==> config.mk <==
export PLATFORM = sky130hd
export DESIGN_NAME = rx_stamp_gen
export DESIGN_NICKNAME = d
export VERILOG_FILES = /design/src/rtl/rx_stamp_pkg.sv /design/src/rtl/frame_timer.sv /design/src/rtl/status_latch.sv /design/src/rtl/rx_stamp_gen.sv
export SDC_FILE = /design/constraint.sdc
export NUM_CORES = 1
export LEC_CHECK = 0
export BUFFER_PORTS_ARGS = -buffer_cell sky130_fd_sc_hd__buf_2
export CAP_MARGIN = 20
export CORE_UTILIZATION = 53
export CTS_CLUSTER_DIAMETER = 80
export DETAILED_ROUTE_END_ITERATION = 7
export PLACE_DENSITY_LB_ADDON = 0.1
export SYNTH_ARGS = -nofsm -noshare
export SYNTH_HDL_FRONTEND = slang
export SYNTH_SLANG_ARGS = --single-unit
==> constraint.sdc <==
create_clock -name clk -period 3.6 [get_ports clk]
set_input_delay 0.36 -clock clk [delete_from_list [all_inputs] [get_ports clk]]
set_output_delay 0.36 -clock clk [all_outputs]
set_load 0.01 [all_outputs]
==> src/rtl/rx_stamp_pkg.sv <==
package rx_stamp_pkg;

    typedef enum logic [0:0] {
        FT_COUNT = 1'b0,
        FT_PULSE = 1'b1
    } ft_state_e;

    localparam logic [1:0] SRC_HOST     = 2'b00;
    localparam logic [1:0] SRC_RX_FIFO  = 2'b01;
    localparam logic [1:0] SRC_LOOPBACK = 2'b10;

    localparam int ST_W       = 3;
    localparam int ST_TIMEOUT = 0;
    localparam int ST_STRAY   = 1;
    localparam int ST_DISCARD = 2;

    localparam int WORD_W = 16;

endpackage

==> src/rtl/frame_timer.sv <==
module frame_timer
    import rx_stamp_pkg::*;
#(
    parameter int FRAME_LEN = 64,
    parameter int CTR_W     = 11
) (
    input  logic             clk,
    input  logic             rst_n,
    output logic             frame_pulse,
    output logic [CTR_W-1:0] frame_ctr
);

    localparam int PW = $clog2(FRAME_LEN);
    localparam logic [PW-1:0] LAST_COUNT = PW'(FRAME_LEN - 2);

    ft_state_e     state_q, state_d;
    logic [PW-1:0] pre_q,   pre_d;
    logic [CTR_W-1:0] ctr_q, ctr_d;

    // state register
    always_ff @(posedge clk or negedge rst_n) begin
        if (!rst_n) begin
            state_q <= FT_COUNT;
            pre_q   <= '0;
            ctr_q   <= '0;
        end else begin
            state_q <= state_d;
            pre_q   <= pre_d;
            ctr_q   <= ctr_d;
        end
    end

    // next state and outputs
    always_comb begin
        state_d     = state_q;
        pre_d       = pre_q;
        ctr_d       = ctr_q;
        frame_pulse = 1'b0;
        unique case (state_q)
            FT_COUNT: begin
                pre_d = pre_q + 1'b1;
                if (pre_q == LAST_COUNT) begin
                    state_d = FT_PULSE;       // count_done
                end
            end
            FT_PULSE: begin
                frame_pulse = 1'b1;
                pre_d       = '0;
                ctr_d       = ctr_q + 1'b1;   // wraps at 2**CTR_W
                state_d     = FT_COUNT;       // pulse_done
            end
        endcase
    end

    assign frame_ctr = ctr_q;

    p_ctr_hold_r1: assert property (@(posedge clk) disable iff (!rst_n)
        !frame_pulse |=> $stable(frame_ctr));

    p_ctr_step_r3: assert property (@(posedge clk) disable iff (!rst_n)
        frame_pulse |=> (frame_ctr == CTR_W'($past(frame_ctr) + 1'b1)));

    p_pulse_single_r2: assert property (@(posedge clk) disable iff (!rst_n)
        frame_pulse |=> !frame_pulse);

endmodule

==> src/rtl/status_latch.sv <==
module status_latch
    import rx_stamp_pkg::*;
(
    input  logic            clk,
    input  logic            rst_n,
    input  logic            ev_timeout,
    input  logic            ev_stray,
    input  logic            ev_discard,
    input  logic            rd_clr,
    output logic [ST_W-1:0] stat_q
);

    logic [ST_W-1:0] set_vec;
    logic [ST_W-1:0] stat_d;

    always_comb begin
        set_vec              = '0;
        set_vec[ST_TIMEOUT]  = ev_timeout;
        set_vec[ST_STRAY]    = ev_stray | ev_discard;
        set_vec[ST_DISCARD]  = ev_discard;
        stat_d               = (rd_clr ? '0 : stat_q) | set_vec;
    end

    always_ff @(posedge clk or negedge rst_n) begin
        if (!rst_n) begin
            stat_q <= '0;
        end else begin
            stat_q <= stat_d;
        end
    end

    p_sticky_r7: assert property (@(posedge clk) disable iff (!rst_n)
        (!rd_clr && stat_q[ST_TIMEOUT]) |=> stat_q[ST_TIMEOUT]);

    p_discard_stray_r8: assert property (@(posedge clk) disable iff (!rst_n)
        ev_discard |=> (stat_q[ST_STRAY] && stat_q[ST_DISCARD]));

    p_clear_r9: assert property (@(posedge clk) disable iff (!rst_n)
        (rd_clr && !ev_timeout && !ev_stray && !ev_discard) |=> (stat_q == '0));

    p_collide_r10: assert property (@(posedge clk) disable iff (!rst_n)
        (rd_clr && ev_timeout) |=> stat_q[ST_TIMEOUT]);

endmodule

==> src/rtl/rx_stamp_gen.sv <==
module rx_stamp_gen
    import rx_stamp_pkg::*;
#(
    parameter int FRAME_LEN = 64
) (
    input  logic        clk,
    input  logic        rst_n,
    input  logic [1:0]  cell_src,
    input  logic        ev_timeout,
    input  logic        ev_stray,
    input  logic        ev_discard,
    input  logic        stat_rd_clr,
    output logic [15:0] ts_word,
    output logic [2:0]  stat_q
);

    localparam int CTR_W = 11;

    logic             frame_pulse;
    logic [CTR_W-1:0] frame_ctr;
    logic [ST_W-1:0]  stat_int;

    frame_timer #(
        .FRAME_LEN (FRAME_LEN),
        .CTR_W     (CTR_W)
    ) u_timer (
        .clk         (clk),
        .rst_n       (rst_n),
        .frame_pulse (frame_pulse),
        .frame_ctr   (frame_ctr)
    );

    status_latch u_status (
        .clk        (clk),
        .rst_n      (rst_n),
        .ev_timeout (ev_timeout),
        .ev_stray   (ev_stray),
        .ev_discard (ev_discard),
        .rd_clr     (stat_rd_clr),
        .stat_q     (stat_int)
    );

    assign ts_word = {1'b1, stat_int[ST_STRAY], stat_int[ST_TIMEOUT], cell_src, frame_ctr};
    assign stat_q  = stat_int;

    p_word_ctr_r1: assert property (@(posedge clk) disable iff (!rst_n)
        frame_pulse |=> (ts_word[10:0] != $past(ts_word[10:0])));

    p_word_flag_r6: assert property (@(posedge clk) disable iff (!rst_n)
        ev_stray |=> ts_word[14]);

endmodule

# --- Word level (Yosys, flattened, before mapping) ---
# Index checks and enable logic that the tools add are counted.
totals:
  ff_bits: 21
  elab_cells: 14
  input_bits: 8
op_classes:
  n_eq_ne: 1
  muxes: 4
  n_bitwise: 3
  addsub: 2
op_table:
  columns: ["cell", "n"]
  rows:
  - ["$pmux W6 S2", 1]
  - ["$add A11 B1 Y11 const B", 1]
  - ["$add A6 B1 Y6 const B", 1]
  - ["$eq A6 B6 Y1 const B", 1]
  - ["$mux W3", 1]
  - ["$or A3 B3 Y3", 1]
  - ["$pmux W1 S2", 1]
  - ["$mux W1", 1]
  - ["$not A1 Y1", 1]
  - ["$or A1 B1 Y1", 1]

# --- Longest topological paths before layout ---
logic_depth:
  depth_word: 3
  mapped_depth: 4
  ltp_nobuf: 4

# --- Modules after synthesis ---
# Synthesis repeated with hierarchy kept, for this count alone.
unflattened:
  hier_cells: 78
  hier_area_um2: 912.1
modules_own_cells:
  columns: ["module", "seq_area_each_um2", "area_per_inst_um2", "cells_per_inst", "n_inst"]
  rows:
  - ["frame_timer", 450.4, 765.7, 65, 1]
  - ["status_latch", 75.1, 105.1, 7, 1]
  - ["rx_stamp_gen", 0.0, 41.3, 6, 1]

# --- Worst setup path after synthesis ---
# OpenSTA, ideal clock, no wires.
synth_path:
  path_kind: "reg-to-reg"
  from: "register u_timer.ctr_q[0], in the netlist u_timer.frame_ctr[0]"
  to: "register u_timer.ctr_q[10], in the netlist u_timer.frame_ctr[10]"
  path_slack_ns: 2.370
  required_ns: 3.476
  period_less_slack_ns: 1.230
  path_buffers: 0
  stages_incl_launch_ff: 5
  arrival_ns: 1.106
  cell_sequence: "dfrtp_1 ha_1 and4_1 nand4_1 xnor2_1"
synth_via:
  elab_chain_cells: 1
synth_lines:
  columns: ["item", "line", "rtl"]
  rows:
  - ["start: declaration", "frame_timer.sv:18", "logic [CTR_W-1:0] ctr_q, ctr_d;"]
  - ["start signal: assignment", "frame_timer.sv:29", "ctr_q <= ctr_d;"]
  - ["$add A11 B1 Y11", "frame_timer.sv:49", "ctr_d = ctr_q + 1'b1;"]
# No other way between the ends.
# A chain may end at the register's enable or synchronous reset.

==> flow_metrics.py <==
metrics = {
    "clocking": {
        "cts_tree": "done",
        "clk_latency_ns": 0.31,
        "h-tree-depth": 1,
        "root_buffer": "clkbuf_4",
        "numClockSinks": 21,
        "clk_pin_slew_ns": 0.11,
        "clock_path_buffers": 2,
        "cts_buffers": 3,
    },
    "placement": {
        "dp_hpwl_mm": 1.12,
        "place_congestion": 0.736,
        "dp_cells": 107,
        "port_buffers": 21,
        "dp_slack_ns": 2.23,
    },
    "sta": {
        "fmax_ghz": 0.714,
        "skew_ns": 0.00539,
        "fin_crit_ns": 1.40,
        "rsz0062_at_grt": "false",
        "fin_setup_tns_ns": 0,
        "setup_viol": 0,
        "hold_viol_final": 0,
        "report.final.slew_viol_count": 0,
        "setup_ws_ns": 2.20,
        "timing.hold.ws_ns": 0.228,
        "fin_crit_sh": 0.389,
    },
    "logic_synthesis": {
        "yosysTopAreaCell": "dfrtp_1",
        "synth_fp_nets": 87,
        "synth_top_area_share": 0.577,
        "synth-xor-area-share": 0.125,
        "postSynth.asyncResetShare": 1.00,
        "seq_area_frac_synth": 0.577,
        "postSynthCellCount": 76,
        "synthTopCellsByArea": "dfrtp_1 (58%), xor2_1 (6.7%), xnor2_1 (5.8%)",
        "muxShareOfSynthArea": 0.0124,
        "ys_types": 24,
        "synth-seq-cells": 21,
        "synthFlopType": "dfrtp_1",
        "synth_edf_count": 0,
        "synth_compound_area_frac": 0.0371,
        "synth_area_um2": 911,
        "synth_fa_ha_area_frac": 0.0412,
        "yosys_warnings": 0,
        "synth-simple-area-share": 0.148,
        "synth_area_per_cell_um2": 12.0,
        "synth_top_family_by_area": "simple AND/OR/NAND/NOR gates",
    },
    "pwr": {
        "fin_total_pwr_w": 0.000367,
        "ir_drop_uv": 263,
        "p_leak_nw": 0.553,
        "powerDensity_nw_per_um2": 356,
    },
    "finish": {
        "layout-drive-gt1-share": 0.292,
        "insertedDiodeCount": 0,
        "fin_cells": 112,
        "syn2layout_area_growth_pct": 13.2,
        "mostFrequentLayoutCells": "buf_2 (21), dfrtp_1 (21), xor2_1 (7), nor2_1 (7), xnor2_1 (6)",
        "nets": 108,
    },
    "drt": {
        "drc": 7,
        "first_pass_iters": 5,
        "detail-route-antenna-nets": 0,
        "viasPerCell": 5.13,
        "vias": 574,
        "routed_wl_mm": 1.52,
        "drt_iter0_markers": 10,
        "route.detailed.wl_per_inst_um": 13.6,
    },
    "die": {
        "io_pins": 27,
        "core_area_um2": 1560,
        "die_h_um": 43.5,
        "die_w_um": 43.5,
        "start_util": 0.584,
        "die_area_um2": 1890,
        "num_rows": 14,
    },
    "grt": {
        "gr-usage-all-layers": 0.196,
        "gr-total-overflow": 0,
        "grt_max_degree": 22,
        "grt_pass1_vias": 572,
        "grt_pass1_wl_mm": 2.53,
        "grt_antenna_before_repair": 0,
    },
    "run_status": {
        "status": "finished with violations",
        "violations": "design-rule violations",
    },
    "critical_path": {
        "critPathTopFamily": "flip-flops",
        "critPathMaxFanout": 12,
        "critPathMaxStageDelay_ns": 0.59,
        "worst_setup_path_start_kind": "register",
        "endpoint_kind": "register",
        "crit_buf_inv": 0,
        "slowest_stage": "dfrtp_1",
        "critPathKind": "register to register",
        "arrival_ns": 1.63,
        "cp_cell_sequence": "nand4_1 -> nor3_1 -> xor2_1",
        "required_ns": 3.83,
    },
    "run": {
        "maxCapViolCount": 0,
    },
    "min_path": {
        "min_path_type": "input port to register",
    },
}
[logic make-up (layout without fill, tap and decap cells)]
group,Yosys count,in the layout
adder cells (fa/ha/maj),3,3
XOR/XNOR,13,13
other,1,1
AND/OR/NAND/NOR,24,24
buffers and inverters,8,28
flip-flops,21,21
AO/OA/AOI/OAI,5,5
multiplexers,1,1
[synthesized netlist by cell type, types with 2 or more instances]
cell	count
nor2_1	7
buf_4	5
nand2_1	4
nand4_1	2
a21o_1	2
inv_1	2
xor2_1	7
ha_1	3
nand3_1	3
dfrtp_1	21
xnor2_1	6
and4_1	2
[flip-flops by register name (all words and copies together) (netlist names)]
signal             count
u_timer.frame_ctr     11
u_timer.state_q        1
u_timer.pre_q          6
u_status.stat_q        3
[worst paths after layout]
check / start / to / slack [ns] / cells after the start
max in group asynchronous: rst_n / u_timer.pre_q[4] / 2.78 / 2
worst max register to register: u_timer.state_q / u_timer.frame_ctr[7] / 2.20 / 3
worst min register to register: u_timer.frame_ctr[10] / u_timer.frame_ctr[10] / 0.47 / 1
worst min-delay path: ev_timeout / u_status.stat_q[0] / 0.23 / 2
worst max-delay path: u_timer.state_q / u_timer.frame_ctr[7] / 2.20 / 3
min in group asynchronous: rst_n / u_status.stat_q[1] / 0.52 / 2
[what timing repair did]
item,in CTS,in global routing
hold buffers,1,0
setup buffers,0,0
endpoints found under the hold margin,21,0
resized for setup,0,0
[metal layers]
layer	GRT usage	up-vias	part of all wire	wire, um
met2	0.321	19	0.50	755
met4	0.113	0	0.017	26
met5	0	-	0	0
li1	-	285	-	-
met3	0.0667	5	0.065	99
met1	0.223	265	0.42	638
[metrics by stage]
step	cell area [um2]	utilization
floorplan	911	-
global placement	993	0.637
detailed placement	993	0.637
CTS	1030	0.661
global route	1030	0.661
finish	1030	0.661
[final cells by class]
cell class,count,area (um2)
Fill cell,134,528
Sequential cell,21,526
Multi-Input combinational cell,47,335
Timing Repair Buffer,22,115
Clock buffer,3,22.5
Tap cell,16,20.0
Inverter,2,7.51
Clock inverter,1,5.00
[where the power goes]
part	switching (W)	internal [W]	total, W
logic	0.00000917	0.00000617	0.0000153
clock network	0.0000711	0.0000415	0.000113
registers	0.00000112	0.000238	0.000239
Note: power is estimated with default switching activity, not from simulation.
